## config.mk

```make
export PLATFORM = sky130hd
export DESIGN_NAME = clk_hint_gate
export DESIGN_NICKNAME = d
export VERILOG_FILES = /design/src/rtl/clk_hint_gate_pkg.sv /design/src/rtl/clk_hint_sync.sv /design/src/rtl/clk_hint_regs.sv /design/src/rtl/clk_hint_decide.sv /design/src/rtl/clk_hint_gate.sv
export SDC_FILE = /design/constraint.sdc
export NUM_CORES = 1
export LEC_CHECK = 0
export BUFFER_PORTS_ARGS = -buffer_cell sky130_fd_sc_hd__buf_4
export CAP_MARGIN = 15
export CORE_MARGIN = 2
export CORE_UTILIZATION = 39
export CTS_CLUSTER_SIZE = 10
export DETAILED_ROUTE_END_ITERATION = 12
export GPL_TIMING_DRIVEN = 0
export HOLD_SLACK_MARGIN = 0.1
export PLACE_DENSITY = 0.81
export SLEW_MARGIN = 20
export SYNTH_ARGS = -nofsm -noshare
export SYNTH_HDL_FRONTEND = slang
export SYNTH_SLANG_ARGS = --single-unit
export TNS_END_PERCENT = 50
```

## constraint.sdc

```tcl
create_clock -name clk -period 1.2 [get_ports clk]
set_input_delay 0.06 -clock clk [delete_from_list [all_inputs] [get_ports clk]]
set_output_delay 0.06 -clock clk [all_outputs]
set_load 0.01 [all_outputs]
```

## src/rtl/clk_hint_gate_pkg.sv

```systemverilog
package clk_hint_gate_pkg;

    typedef enum logic [1:0] {
        ADDR_HINT   = 2'd0,
        ADDR_DIRECT = 2'd1,
        ADDR_STATUS = 2'd2,
        ADDR_NONE   = 2'd3
    } reg_addr_e;

endpackage

```

## src/rtl/clk_hint_sync.sv

```systemverilog
module clk_hint_sync #(
    parameter int WIDTH = 4
) (
    input  logic             clk,
    input  logic             rst_n,
    input  logic [WIDTH-1:0] async_i,
    output logic [WIDTH-1:0] sync_o
);
    typedef struct packed {
        logic [WIDTH-1:0] stage1;
        logic [WIDTH-1:0] stage2;
    } sync_t;

    sync_t s_d, s_q;

    always_comb begin
        s_d        = s_q;
        s_d.stage1 = async_i;
        s_d.stage2 = s_q.stage1;
    end

    // Reset to busy (0) so that no clock stops before real idle arrives
    always_ff @(posedge clk or negedge rst_n) begin
        if (!rst_n) begin
            s_q <= '0;
        end else begin
            s_q <= s_d;
        end
    end

    assign sync_o = s_q.stage2;
endmodule

```

## src/rtl/clk_hint_regs.sv

```systemverilog
module clk_hint_regs
    import clk_hint_gate_pkg::*;
#(
    parameter int DATA_W     = 32,
    parameter int NUM_HINT   = 4,
    parameter int NUM_DIRECT = 3
) (
    input  logic                  clk,
    input  logic                  rst_n,
    input  logic                  wr_en,
    input  logic [1:0]            wr_addr,
    input  logic [DATA_W-1:0]     wr_data,
    input  logic [1:0]            rd_addr,
    input  logic [NUM_HINT-1:0]   status_i,
    output logic [DATA_W-1:0]     rd_data,
    output logic [NUM_HINT-1:0]   hint_o,
    output logic [NUM_DIRECT-1:0] direct_o
);
    localparam int HINT_PAD   = DATA_W - NUM_HINT;
    localparam int DIRECT_PAD = DATA_W - NUM_DIRECT;

    typedef struct packed {
        logic [NUM_HINT-1:0]   hint;
        logic [NUM_DIRECT-1:0] direct;
    } regs_t;

    regs_t r_d, r_q;

    always_comb begin
        r_d = r_q;
        if (wr_en) begin
            unique case (reg_addr_e'(wr_addr))
                ADDR_HINT:   r_d.hint   = wr_data[NUM_HINT-1:0];
                ADDR_DIRECT: r_d.direct = wr_data[NUM_DIRECT-1:0];
                default:     r_d        = r_q;
            endcase
        end
    end

    always_ff @(posedge clk or negedge rst_n) begin
        if (!rst_n) begin
            r_q <= '1;
        end else begin
            r_q <= r_d;
        end
    end

    always_comb begin
        unique case (reg_addr_e'(rd_addr))
            ADDR_HINT:   rd_data = {{HINT_PAD{1'b0}}, r_q.hint};
            ADDR_DIRECT: rd_data = {{DIRECT_PAD{1'b0}}, r_q.direct};
            ADDR_STATUS: rd_data = {{HINT_PAD{1'b0}}, status_i};
            default:     rd_data = '0;
        endcase
    end

    assign hint_o   = r_q.hint;
    assign direct_o = r_q.direct;
endmodule

```

## src/rtl/clk_hint_decide.sv

```systemverilog
module clk_hint_decide #(
    parameter int NUM_HINT = 4
) (
    input  logic                clk,
    input  logic                rst_n,
    input  logic [NUM_HINT-1:0] hint_i,
    input  logic [NUM_HINT-1:0] idle_i,
    output logic [NUM_HINT-1:0] en_o,
    output logic [NUM_HINT-1:0] status_o
);
    typedef struct packed {
        logic [NUM_HINT-1:0] en;
        logic [NUM_HINT-1:0] status;
    } dec_t;

    dec_t d_d, d_q;
    logic [NUM_HINT-1:0] keep_on;

    // A domain stays on unless its hint permits stopping and it is idle
    for (genvar i = 0; i < NUM_HINT; i++) begin : g_dom
        assign keep_on[i] = hint_i[i] | ~idle_i[i];
    end

    always_comb begin
        d_d        = d_q;
        d_d.en     = keep_on;
        d_d.status = keep_on;
    end

    always_ff @(posedge clk or negedge rst_n) begin
        if (!rst_n) begin
            d_q <= '1;
        end else begin
            d_q <= d_d;
        end
    end

    assign en_o     = d_q.en;
    assign status_o = d_q.status;
endmodule

```

## src/rtl/clk_hint_gate.sv

```systemverilog
module clk_hint_gate #(
    parameter int DATA_W     = 32,
    parameter int NUM_HINT   = 4,
    parameter int NUM_DIRECT = 3
) (
    input  logic                  clk,
    input  logic                  rst_n,
    input  logic                  wr_en,
    input  logic [1:0]            wr_addr,
    input  logic [DATA_W-1:0]     wr_data,
    input  logic [1:0]            rd_addr,
    output logic [DATA_W-1:0]     rd_data,
    input  logic [NUM_HINT-1:0]   idle_i,
    output logic [NUM_HINT-1:0]   hint_en,
    output logic [NUM_HINT-1:0]   hint_status,
    output logic [NUM_DIRECT-1:0] direct_en
);
    logic [NUM_HINT-1:0]   hint_reg;
    logic [NUM_DIRECT-1:0] direct_reg;
    logic [NUM_HINT-1:0]   idle_s;

    clk_hint_sync #(.WIDTH(NUM_HINT)) u_sync (
        .clk     (clk),
        .rst_n   (rst_n),
        .async_i (idle_i),
        .sync_o  (idle_s)
    );

    clk_hint_regs #(
        .DATA_W     (DATA_W),
        .NUM_HINT   (NUM_HINT),
        .NUM_DIRECT (NUM_DIRECT)
    ) u_regs (
        .clk      (clk),
        .rst_n    (rst_n),
        .wr_en    (wr_en),
        .wr_addr  (wr_addr),
        .wr_data  (wr_data),
        .rd_addr  (rd_addr),
        .status_i (hint_status),
        .rd_data  (rd_data),
        .hint_o   (hint_reg),
        .direct_o (direct_reg)
    );

    clk_hint_decide #(.NUM_HINT(NUM_HINT)) u_decide (
        .clk      (clk),
        .rst_n    (rst_n),
        .hint_i   (hint_reg),
        .idle_i   (idle_s),
        .en_o     (hint_en),
        .status_o (hint_status)
    );

    assign direct_en = direct_reg;
endmodule

```

After elaboration in Yosys (flattened, before gate mapping). Index checks and enable logic that the tools add are counted.

Divide/modulo/power cells: 0. Reductions and logical operators: 4. Mux-type cells: 1. Eq/ne operators: 3. Shift-type cells: 0. $lt $le $gt $ge: 0. $add $sub $neg: 0. Multipliers: 0. Bitwise gates (word level): 8.

Operators with widths (number): $pmux W4 S3 (1); $eq A2 B1 Y1 const B (2); $logic_not A2 Y1 (2); $not A1 Y1 (4); $or A1 B1 Y1 (4); $reduce_and A2 Y1 (2); $eq A2 B2 Y1 const B (1).

Bits in latches: 0. Memory bits (writable): 0. Memories kept: 0. Word-level logic and storage cells: 21. Memory bits (read-only): 0. Register bits after elaboration: 19. Input port bits: 43. Output and inout port bits: 43.

Logic depth before layout (Yosys ltp).
Word-level depth: 2. Depth in mapped cells: 3. Depth with buffers taken out: 2.

Modules after synthesis. Synthesis repeated with hierarchy kept, for this count alone.

Cells, all modules: 75. Area total of the unflattened synthesis: 944.7 µm².

Modules (own cells, without submodules): clk_hint_regs (area an instance 584.3 µm², times used 1, seq. area each 183.9 µm², cells an instance 55); clk_hint_sync (area an instance 200.2 µm², times used 1, seq. area each 200.2 µm², cells an instance 8); clk_hint_decide (area an instance 160.2 µm², times used 1, seq. area each 105.1 µm², cells an instance 12).

Worst setup path before layout. No wires, ideal clock.

Kind: reg2out. Start point: reg u_regs.r_q, in the netlist u_regs.direct_o[0]. End point: out rd_data[0]. Cell stages (with the launch flop): 3. Path slack: 0.301 ns. Path buffers: 0. Required time: 1.140 ns. Data arrival time: 0.839 ns. Cell sequence: dfstp_2 -> mux2i_1 -> o2bb2ai_1.

Cells in the longest elaborated chain, start to end: 1.

RTL lines: from (decl) (line clk_hint_regs.sv:27) `regs_t r_d, r_q;`; from (signal assigned) (line clk_hint_regs.sv:44) `r_q <= r_d;`; $pmux W4 S3 (line clk_hint_regs.sv:49) `unique case (reg_addr_e'(rd_addr))`; to (decl) (line clk_hint_gate.sv:12) `output logic [DATA_W-1:0] rd_data,`.

No other way between the ends.

Worst setup path in the final report.
Start point: reg u_regs.r_q, in the netlist u_regs.direct_o[1]. End point: out rd_data[1].

Same word-level chain as after synthesis.

==> out/qor.yml <==
syn_area_um2: 945
r2r-end: "u_regs.direct_o[0]$_DFFE_PN1P_"
drt_wl_total_um: 1570
synth.most_common_cell: "buf_4"
grt_pass1_wl_um: 2380
timing.critical_path.required_ns: 1.14
synth-adder-area-share: 0
rr_worst_depth: 3
clk_path_buf_depth: 2
drv_slew: 0
violations: "setup timing"
synth-main-ff-cell: "dfstp_2"
setup_viol: 3
fin_tns_setup_ns: -0.0800
vias_per_cell: 3.72
drt_iter0_drc: 3
area_growth_pct: 54.7
endpoint_kind: "primary output"
max_freq_mhz: 815
gp_congestion: 0.694
synth_edf_count: 0
finalInstanceArea_um2: 1460
crit_path_start_kind: "flop"
drc_errors: 0
drv_cap: 0
status: "finished, violations left"
synth.top_cell.area_share: 0.306
synth-simple-area-share: 0.0649
cp_max_fo: 2
yosysUniqueCellTypes: 13
rrSetupSlack_ns: 0.27
final_cell_count_no_fill: 177
hold_ws_ns: 0.156
seqPwrFrac: 0.490
syn_inst: 75
hp-class: "in -> async"
p_sw_frac: 0.260
start_util: 0.419
fp.dieW_um: 53.2
peakVddDrop_mv: 0.682
synth_top_cell_by_area: "dfstp_2"
fin_nets: 193
ios: 86
ys_seq_area_frac: 0.518
fillers: 184
power_frac_clock: 0.186
wire_per_inst_um: 8.89
setup.worst_path.class: "reg -> out"
portBuffers: 28
dieArea_um2: 2830
hold_viol: 0
track_usage: 0.117
num_rows: 17
period_needed_ns: 1.23
die_h_um: 53.2
muxShareOfSynthArea: 0.126
fin_skew_ns: 0.00122
synth_area_leaders: "dfstp_2 (31%), buf_4 (25%), dfrtp_1 (21%)"
synth_common_cells: "buf_4 (32), dfstp_2 (11), dfrtp_1 (8), mux2_2 (7)"
fin_crit_sh: 1.02
synth_top_family_by_area: "buffers and inverters"
yosysWarnings: 0
vias: 659
intPower_mw: 1.21
grt.overflow.total: 0
root_buffer: "clkbuf_4"
critPathArrivalTime_ns: 1.17
firstDrtPassIters: 4
grt_pass1_vias: 587
clock-sinks: 19
insertion_delay_ns: 0.28
clk_pin_slew_ns: 0.10
cts_tree: "done"
grt_max_degree: 20
power.density_nw_per_um2: 1120
ys_async_sr_fraction: 1.00
synth_compound_area_frac: 0.0278
cts_made_buffers: 3
drt.antenna.violating_nets: 0
syn_area_per_cell_um2: 12.6
post-place-cells: 158
ys_ff_latch: 19
power.total_mw: 1.64
antenna_found_initial: 0
p_leak_nw: 0.772
p_comb_frac: 0.324
drive_gt1_frac: 0.604
coreArea_um2: 2250
placed_area_um2: 1290
r2r-start: "u_regs.direct_o[0]$_DFFE_PN1P_"
cts-htree-levels: 1
fin_ws_ns: -0.0276
synthXorXnorAreaFrac: 0
rsz0062_at_grt: "true"
diodes: 0
switching_power_mw: 0.426
[through the flow]
step | setup slack, ns | util
floorplan | 0.301 | -
global placement | 0.249 | 0.573
detailed placement | 0.253 | 0.573
CTS | -0.0550 | 0.642
global route | -0.128 | 0.648
finish | -0.0276 | 0.648
[worst max-delay path by stage]
stage | to | slack [ns] | startpoint | cells after the start
floorplan | rd_data[0] | 0.30 | u_regs.direct_o[0]$_DFFE_PN1P_ | 2
global placement | rd_data[0] | 0.25 | u_regs.direct_o[0]$_DFFE_PN1P_ | 3
detailed placement | rd_data[1] | 0.25 | u_regs.direct_o[1]$_DFFE_PN1P_ | 3
CTS | rd_data[1] | -0.06 | u_regs.direct_o[1]$_DFFE_PN1P_ | 3
global route | rd_data[1] | -0.13 | u_regs.direct_o[1]$_DFFE_PN1P_ | 3
finish | rd_data[1] | -0.03 | u_regs.direct_o[1]$_DFFE_PN1P_ | 3
[sequential cells by signal, indices dropped and copies added (netlist names)]
signal	flops
u_decide.en_o	4
u_regs.direct_o	3
u_regs.hint_o	4
u_sync.s_d	4
u_sync.sync_o	4
[placed cells by master (no fill, tap or decap)]
master / instances
dfrtp_1: 8
dfstp_2: 11
nor2b_1: 1
clkinv_2: 1
buf_6: 2
nand3b_1: 1
o2bb2ai_1: 3
nor2_1: 1
dlygate4sd3_1: 9
buf_4: 64
conb_1: 28
clkbuf_2: 1
mux2_2: 7
nor3b_4: 1
nand2b_1: 4
clkbuf_4: 3
mux2i_1: 4
[layer usage]
metal | routed length (µm) | up-vias | part of all wire | global-route usage
met1 | 582 | 284 | 0.37 | 0.118
li1 | - | 333 | - | -
met4 | 0 | 0 | 0 | 0.0513
met5 | 0 | - | 0 | 0
met2 | 786 | 42 | 0.50 | 0.228
met3 | 205 | 0 | 0.13 | 0.0198
[critical path, stage by stage, from the launching register on]
cell and delay (ns):
dfstp_2 0.54, mux2i_1 0.07, o2bb2ai_1 0.14, buf_4 0.14
[cell type report]
type / instances / area [µm²] / share of cell area
sequential: 19 / 489 / 0.335
timing repair buffer: 43 / 353 / 0.241
multi-input combinational: 50 / 312 / 0.213
buffer: 33 / 245 / 0.168
tap: 28 / 35.0 / 0.0240
clock buffer: 3 / 22.5 / 0.0154
clock inverter: 1 / 5.00 / 0.00342
[what timing repair did]
| action | CTS | global route |
|---|---|---|
| buffers inserted | 5 | 1 |
| pin swaps | 3 | 0 |
| resized for setup | 0 | 2 |
| endpoints found under the setup margin | 4 | 4 |
| hold buffers | 9 | 0 |
| endpoints found under the hold margin | 30 | 0 |
[power groups by stage]
stage               clock (mW)  sequential, mW  combinational (mW)
floorplan                    0           0.827               0.248
global placement             0           0.819               0.431
detailed placement           0           0.826               0.437
CTS                      0.321           0.805               0.513
global route             0.355           0.814               0.581
finish                   0.305           0.804               0.532
[cell families after synthesis]
group / count (synthesis)
AND/OR/NAND/NOR: 8
other: 1
multiplexers: 11
flip-flops: 19
AO/OA/AOI/OAI: 3
buffers and inverters: 33
(Power assumes the default switching activity.)
